$ cat config.mk
export PLATFORM = sky130hd
export DESIGN_NAME = swmux_ctrl
export DESIGN_NICKNAME = d
export VERILOG_FILES = /design/src/rtl/swmux_pkg.sv /design/src/rtl/swmux_addr_store.sv /design/src/rtl/swmux_route_decode.sv /design/src/rtl/swmux_bus_port.sv /design/src/rtl/swmux_ctrl.sv
export SDC_FILE = /design/constraint.sdc
export NUM_CORES = 1
export LEC_CHECK = 0
export BUFFER_PORTS_ARGS = -buffer_cell sky130_fd_sc_hd__clkbuf_2
export CORE_AREA = 2 2 39 41
export DETAILED_ROUTE_END_ITERATION = 7
export DIE_AREA = 0 0 41 43
export PLACE_DENSITY = 0.52
export SLEW_MARGIN = 20
export SYNTH_ARGS = -nofsm -noshare
export SYNTH_HDL_FRONTEND = slang
export SYNTH_SLANG_ARGS = --single-unit
$ cat constraint.sdc
create_clock -name clk -period 1.28 [get_ports clk]
set_input_delay 0.064 -clock clk [delete_from_list [all_inputs] [get_ports clk]]
set_output_delay 0.064 -clock clk [all_outputs]
set_load 0.005 [all_outputs]
$ cat src/rtl/swmux_pkg.sv
package swmux_pkg;

  // Bus-side state of the control pins, decided from the four controls.
  typedef enum logic [1:0] {
    BUS_IDLE  = 2'd0,  // pins undriven, no load
    BUS_TAKE  = 2'd1,  // pins listened to, code loaded
    BUS_SHOW  = 2'd2,  // stored code driven back
    BUS_CLEAR = 2'd3   // master reset in force
  } bus_mode_e;

  // Reset first, then the two active states; anything else idles.
  function automatic bus_mode_e classify(input logic rst_n, input logic dir_out,
                                         input logic wr_n, input logic en);
    if (!rst_n)                      return BUS_CLEAR;
    else if (!dir_out && !wr_n && en) return BUS_TAKE;
    else if (dir_out && wr_n && en)   return BUS_SHOW;
    else                              return BUS_IDLE;
  endfunction

endpackage

$ cat src/rtl/swmux_addr_store.sv
module swmux_addr_store #(
  parameter int unsigned AW = 3
) (
  input  logic          clk,
  input  logic          rst_n,
  input  logic          load,
  input  logic [AW-1:0] d,
  output logic [AW-1:0] q,
  output logic          armed
);

  always_ff @(posedge clk or negedge rst_n) begin
    if (!rst_n) begin
      q     <= '0;
      armed <= 1'b0;
    end else if (load) begin
      q     <= d;
      armed <= 1'b1;
    end
  end

  // a load edge captures the pins
  a_r2_capture : assert property (@(posedge clk) disable iff (!rst_n)
    load |=> (q == $past(d)));

  // no load, no change
  a_r2_hold : assert property (@(posedge clk) disable iff (!rst_n)
    !load |=> $stable(q));

  // once armed, only reset disarms
  a_r4_armed_sticky : assert property (@(posedge clk) disable iff (!rst_n)
    armed |=> armed);

endmodule

$ cat src/rtl/swmux_route_decode.sv
module swmux_route_decode #(
  parameter int unsigned AW = 3
) (
  input  logic               active,
  input  logic               pair_mode,
  input  logic [AW-1:0]      sel,
  output logic [(1<<AW)-1:0] sw_en
);

  localparam int unsigned NCH = 1 << AW;

  for (genvar k = 0; k < NCH; k++) begin : g_ch
    localparam logic [AW-1:0] K = AW'(k);
    logic hit_single;
    logic hit_pair;
    assign hit_single = (sel == K);
    assign hit_pair   = (sel[AW-2:0] == K[AW-2:0]);
    assign sw_en[k]   = active & (pair_mode ? hit_pair : hit_single);
  end

endmodule

$ cat src/rtl/swmux_bus_port.sv
module swmux_bus_port #(
  parameter int unsigned AW = 3
) (
  input  swmux_pkg::bus_mode_e mode,
  input  logic [AW-1:0]        stored,
  output logic [AW-1:0]        addr_o,
  output logic                 addr_oe
);

  always_comb begin
    addr_oe = (mode == swmux_pkg::BUS_SHOW);
    addr_o  = addr_oe ? stored : '0;
  end

endmodule

$ cat src/rtl/swmux_ctrl.sv
module swmux_ctrl #(
  parameter int unsigned AW = 3
) (
  input  logic               clk,
  input  logic               rst_n,
  input  logic               wr_n,
  input  logic               en,
  input  logic               dir_out,
  input  logic               pair_mode,
  input  logic [AW-1:0]      addr_i,
  output logic [AW-1:0]      addr_o,
  output logic               addr_oe,
  output logic [(1<<AW)-1:0] sw_en
);

  localparam int unsigned NCH = 1 << AW;

  swmux_pkg::bus_mode_e mode;
  logic                 load;
  logic [AW-1:0]        stored;
  logic                 armed;
  logic [AW-1:0]        sel;
  logic                 active;

  always_comb begin
    mode   = swmux_pkg::classify(rst_n, dir_out, wr_n, en);
    load   = (mode == swmux_pkg::BUS_TAKE);
    sel    = load ? addr_i : stored;
    active = (mode != swmux_pkg::BUS_CLEAR) && en && (load || armed);
  end

  swmux_addr_store #(.AW(AW)) u_store (
    .clk   (clk),
    .rst_n (rst_n),
    .load  (load),
    .d     (addr_i),
    .q     (stored),
    .armed (armed)
  );

  swmux_route_decode #(.AW(AW)) u_decode (
    .active    (active),
    .pair_mode (pair_mode),
    .sel       (sel),
    .sw_en     (sw_en)
  );

  swmux_bus_port #(.AW(AW)) u_port (
    .mode    (mode),
    .stored  (stored),
    .addr_o  (addr_o),
    .addr_oe (addr_oe)
  );

  // single-ended closes one switch at most
  a_r5_single_onehot : assert property (@(posedge clk) disable iff (!rst_n)
    !pair_mode |-> $onehot0(sw_en));

  // pair mode closes two switches or none
  a_r6_pair_count : assert property (@(posedge clk) disable iff (!rst_n)
    (pair_mode && (sw_en != '0)) |-> ($countones(sw_en) == 2));

  // the pair is one bank-A and the matching bank-B bit
  a_r6_pair_banks : assert property (@(posedge clk) disable iff (!rst_n)
    pair_mode |-> (sw_en[NCH/2-1:0] == sw_en[NCH-1:NCH/2]));

  // disabled means open
  a_r7_en_low_open : assert property (@(posedge clk) disable iff (!rst_n)
    !en |-> (sw_en == '0));

  // nothing closes before the first load
  a_r4_unarmed_open : assert property (@(posedge clk) disable iff (!rst_n)
    (!armed && wr_n) |-> (sw_en == '0));

  // never drive while listening
  a_r9_no_drive_listen : assert property (@(posedge clk) disable iff (!rst_n)
    !dir_out |-> !addr_oe);

endmodule

==> impl_metrics.prom <==
# TYPE chip_impl_metric gauge
chip_impl_metric{name="wire_length_of_the_first_global_routing_pass",unit="um"} 1449
chip_impl_metric{name="synth.net_count",unit=""} 49
chip_impl_metric{name="preCtsSetupSlack",unit="ps"} -46.42
chip_impl_info{name="failed_checks",value="setup timing"} 1
chip_impl_metric{name="syn-mean-instance-area",unit="um2"} 8.884
chip_impl_metric{name="synth-async-reset-ratio",unit="%"} 100.0
chip_impl_metric{name="io-pin-count",unit=""} 21
chip_impl_metric{name="htreeDepth",unit=""} 1
chip_impl_metric{name="hold_slack",unit="ps"} 81.53
chip_impl_metric{name="drtPass1Iterations",unit=""} 1
chip_impl_metric{name="initialDrtViolationCount",unit=""} 0
chip_impl_metric{name="cts.sink_count",unit=""} 4
chip_impl_metric{name="drive_gt1_share",unit="%"} 75.34
chip_impl_metric{name="end_of_flow_core_utilization",unit="%"} 50.99
chip_impl_metric{name="max-vdd-ir-drop",unit="uV"} 407.6
chip_impl_metric{name="drt-wirelength-per-cell",unit="um"} 11.62
chip_impl_metric{name="gp_routability_congestion",unit=""} 0.6405
chip_impl_metric{name="die_area",unit="um2"} 1763
chip_impl_metric{name="clock-skew-final",unit="ps"} 0
chip_impl_metric{name="cp_data_required_time",unit="ps"} 1220
chip_impl_metric{name="grt_util_all_layers",unit="%"} 12.53
chip_impl_info{name="hold_class",value="in -> reg"} 1
chip_impl_metric{name="placement_rows",unit=""} 14
chip_impl_metric{name="period_needed",unit="ps"} 1296
chip_impl_metric{name="yosysTopAreaCellShare",unit="%"} 28.17
chip_impl_metric{name="die_w",unit="um"} 41
chip_impl_metric{name="design_area",unit="um2"} 705.7
chip_impl_metric{name="antenna_found_initial",unit=""} 0
chip_impl_metric{name="final.period_utilization",unit="%"} 101.2
chip_impl_metric{name="layout_stage_area_growth_over_the_synthesis_result",unit="%"} 98.59
chip_impl_metric{name="post-route-worst-setup-slack",unit="ps"} -15.92
chip_impl_metric{name="netlist_area",unit="um2"} 355.3
chip_impl_metric{name="worstSkewPairLatency",unit="ps"} 230
chip_impl_metric{name="floorplan.die.height",unit="um"} 43
chip_impl_metric{name="post_route_antenna_net_violation_count",unit=""} 0
chip_impl_info{name="synth_top_flop_cell",value="sky130_fd_sc_hd__dfrtp_1"} 1
chip_impl_info{name="critical_path_source_type",value="flip-flop"} 1
chip_impl_metric{name="synth.lib_cells_used.distinct",unit=""} 18
chip_impl_info{name="netlist_top_cells_count",value="sky130_fd_sc_hd__nor3_1, sky130_fd_sc_hd__dfrtp_1, sky130_fd_sc_hd__mux2_2, sky130_fd_sc_hd__nor2b_1"} 1
chip_impl_metric{name="place_hpwl",unit="um"} 764.1
chip_impl_metric{name="critical_path_arrival",unit="ps"} 1230
chip_impl_metric{name="fill_count",unit=""} 132
chip_impl_info{name="crit_type",value="reg -> out"} 1
chip_impl_info{name="cts-root-buf",value="sky130_fd_sc_hd__clkbuf_4"} 1
chip_impl_metric{name="report.final.hold_viol_count",unit=""} 0
chip_impl_metric{name="leakagePower",unit="nW"} 0.3154
chip_impl_metric{name="grt_max_degree",unit=""} 9
chip_impl_metric{name="cts.clk_slew.worst_paths",unit="ps"} 40
chip_impl_info{name="synthTopCellsByArea",value="sky130_fd_sc_hd__dfrtp_1, sky130_fd_sc_hd__mux2_2, sky130_fd_sc_hd__mux2i_1"} 1
chip_impl_metric{name="vias_per_cell",unit=""} 4.753
chip_impl_metric{name="port_buffers",unit=""} 20
chip_impl_metric{name="power_density",unit="nW/um2"} 897.3
chip_impl_metric{name="yosysSeqAreaShare",unit="%"} 28.17
chip_impl_info{name="run_status",value="complete, but fails checks"} 1
chip_impl_metric{name="achievable-frequency",unit="GHz"} 0.7717
chip_impl_metric{name="placeableCoreArea",unit="um2"} 1384
chip_impl_metric{name="cap_viol_max_count",unit=""} 0
chip_impl_metric{name="placed_cell_area",unit="um2"} 520.5
chip_impl_metric{name="routed_wl",unit="um"} 1034
chip_impl_metric{name="dr_total_vias",unit=""} 423
chip_impl_metric{name="synth.ff_latch_count",unit=""} 4
chip_impl_info{name="synthDominantAreaCellType",value="sky130_fd_sc_hd__dfrtp_1"} 1
chip_impl_metric{name="crit_path_max_fanout",unit=""} 4
chip_impl_metric{name="slew_viol_final",unit=""} 0
chip_impl_metric{name="slew-limit-headroom",unit="%"} 80.24
chip_impl_metric{name="drcViolationCount",unit=""} 0
chip_impl_metric{name="synth_enable_flop_cells",unit=""} 0
chip_impl_metric{name="finalNetCount",unit=""} 84
chip_impl_info{name="cts_tree",value="built"} 1
chip_impl_metric{name="cts_made_buffers",unit=""} 3
chip_impl_metric{name="gr_ovfl_total",unit=""} 0
chip_impl_metric{name="worstMarginPinSlew",unit="ps"} 296.4
chip_impl_info{name="rsz0062_at_grt",value="true"} 1
chip_impl_metric{name="finalSetupTns",unit="ps"} -36.90
chip_impl_metric{name="ctsLongestPathBuffers",unit=""} 2
chip_impl_metric{name="synth-warning-count",unit=""} 0
chip_impl_metric{name="timing.final.setup_violations",unit=""} 5
chip_impl_info{name="worst_setup_path_end_kind",value="primary output"} 1
chip_impl_metric{name="initial_core_util",unit="%"} 25.68
chip_impl_metric{name="via_count_of_the_first_global_routing_pass",unit=""} 380
chip_impl_metric{name="synthCells",unit=""} 40
chip_impl_info{name="yosys.cell_count.top_type",value="sky130_fd_sc_hd__nor3_1"} 1
chip_impl_metric{name="antenna_cells",unit=""} 0
layer usage:
| metal | vias up | share of wire [%] | GRT usage (%) |
|---|---|---|---|
| li1 | 213 | - | - |
| met1 | 196 | 40 | 11.80 |
| met2 | 14 | 55 | 21.88 |
| met3 | 0 | 4.7 | 1.571 |
| met4 | 0 | 0 | 10.00 |
| met5 | - | 0 | 0 |
per-stage QoR:
| stage | cells | power (mW) |
|---|---|---|
| 2_1_floorplan | 40 | 0.2708 |
| 3_3_place_gp | 82 | 0.3411 |
| 3_5_place_dp | 82 | 0.3433 |
| 4_1_cts | 88 | 0.5660 |
| 5_1_grt | 89 | 0.6680 |
| 6_report | 89 | 0.6332 |
worst paths after layout:
kind,startpoint,endpoint,slack (ps),depth (start not counted)
max in group asynchronous,rst_n,u_store.q[0],800,3
worst min register to register,u_store.armed,u_store.armed,490,1
worst max-delay path,u_store.q[0],sw_en[1],-20,5
worst min-delay path,addr_i[2],u_store.q[2],80,2
min in group asynchronous,rst_n,u_store.q[2],320,3
worst max register to register,u_store.q[0],u_store.q[0],370,2
worst max-delay path: stages, from the launching register on:
cell and delay, ps:
sky130_fd_sc_hd__dfrtp_1 380, sky130_fd_sc_hd__buf_6 130, sky130_fd_sc_hd__nor2b_4 150, sky130_fd_sc_hd__mux2i_4 80, sky130_fd_sc_hd__nor3_2 140, sky130_fd_sc_hd__buf_2 120
cell usage in the layout, fill, tap and decap left out, drive strengths merged:
cell type	netlist	final
a21oi	1	1
and2	3	3
and3b	1	1
and4	1	1
buf	1	17
clkbuf	0	16
dfrtp	4	4
dlygate4sd3	0	1
mux2	4	4
mux2i	3	3
nand2	2	2
nor2	3	3
nor2b	4	4
nor3	8	8
nor4bb	1	1
o211ai	1	1
o21ai	1	1
or2	1	1
or3b	1	1
state kept, by name, summed over array words and instances (netlist names):
signal	count
u_store.q	3
u_store.armed	1
report_power, final:
part / switching (mW) / internal, mW / total [mW]
registers: 0.0185 / 0.150 / 0.169
logic: 0.141 / 0.172 / 0.313
clock network: 0.0475 / 0.105 / 0.152
final cells by class:
type | count | area [um2] | share of cell area (%)
Tap cell | 16 | 20.02 | 2.837
Multi-Input combinational cell | 35 | 356.6 | 50.53
Timing Repair Buffer | 31 | 206.4 | 29.26
Sequential cell | 4 | 100.1 | 14.18
Clock buffer | 3 | 22.52 | 3.191
logic make-up after synthesis:
| kind of cell | count (synthesis) | synth area share [%] |
|---|---|---|
| multiplexers | 7 | 21.13 |
| AND/OR/NAND/NOR | 25 | 43.67 |
| buffers and inverters | 1 | 2.113 |
| flip-flops | 4 | 28.17 |
| AO/OA/AOI/OAI | 3 | 4.928 |
timing repair:
| action | in CTS | in global routing |
|---|---|---|
| endpoints found under the setup margin | 8 | 8 |
| setup buffers | 3 | 1 |
| gates resized for setup | 10 | 26 |
| hold buffers | 1 | 0 |
| endpoints found under the hold margin | 4 | 0 |
| pin swaps | 2 | 5 |
Note: power is estimated with default switching activity, not from simulation.
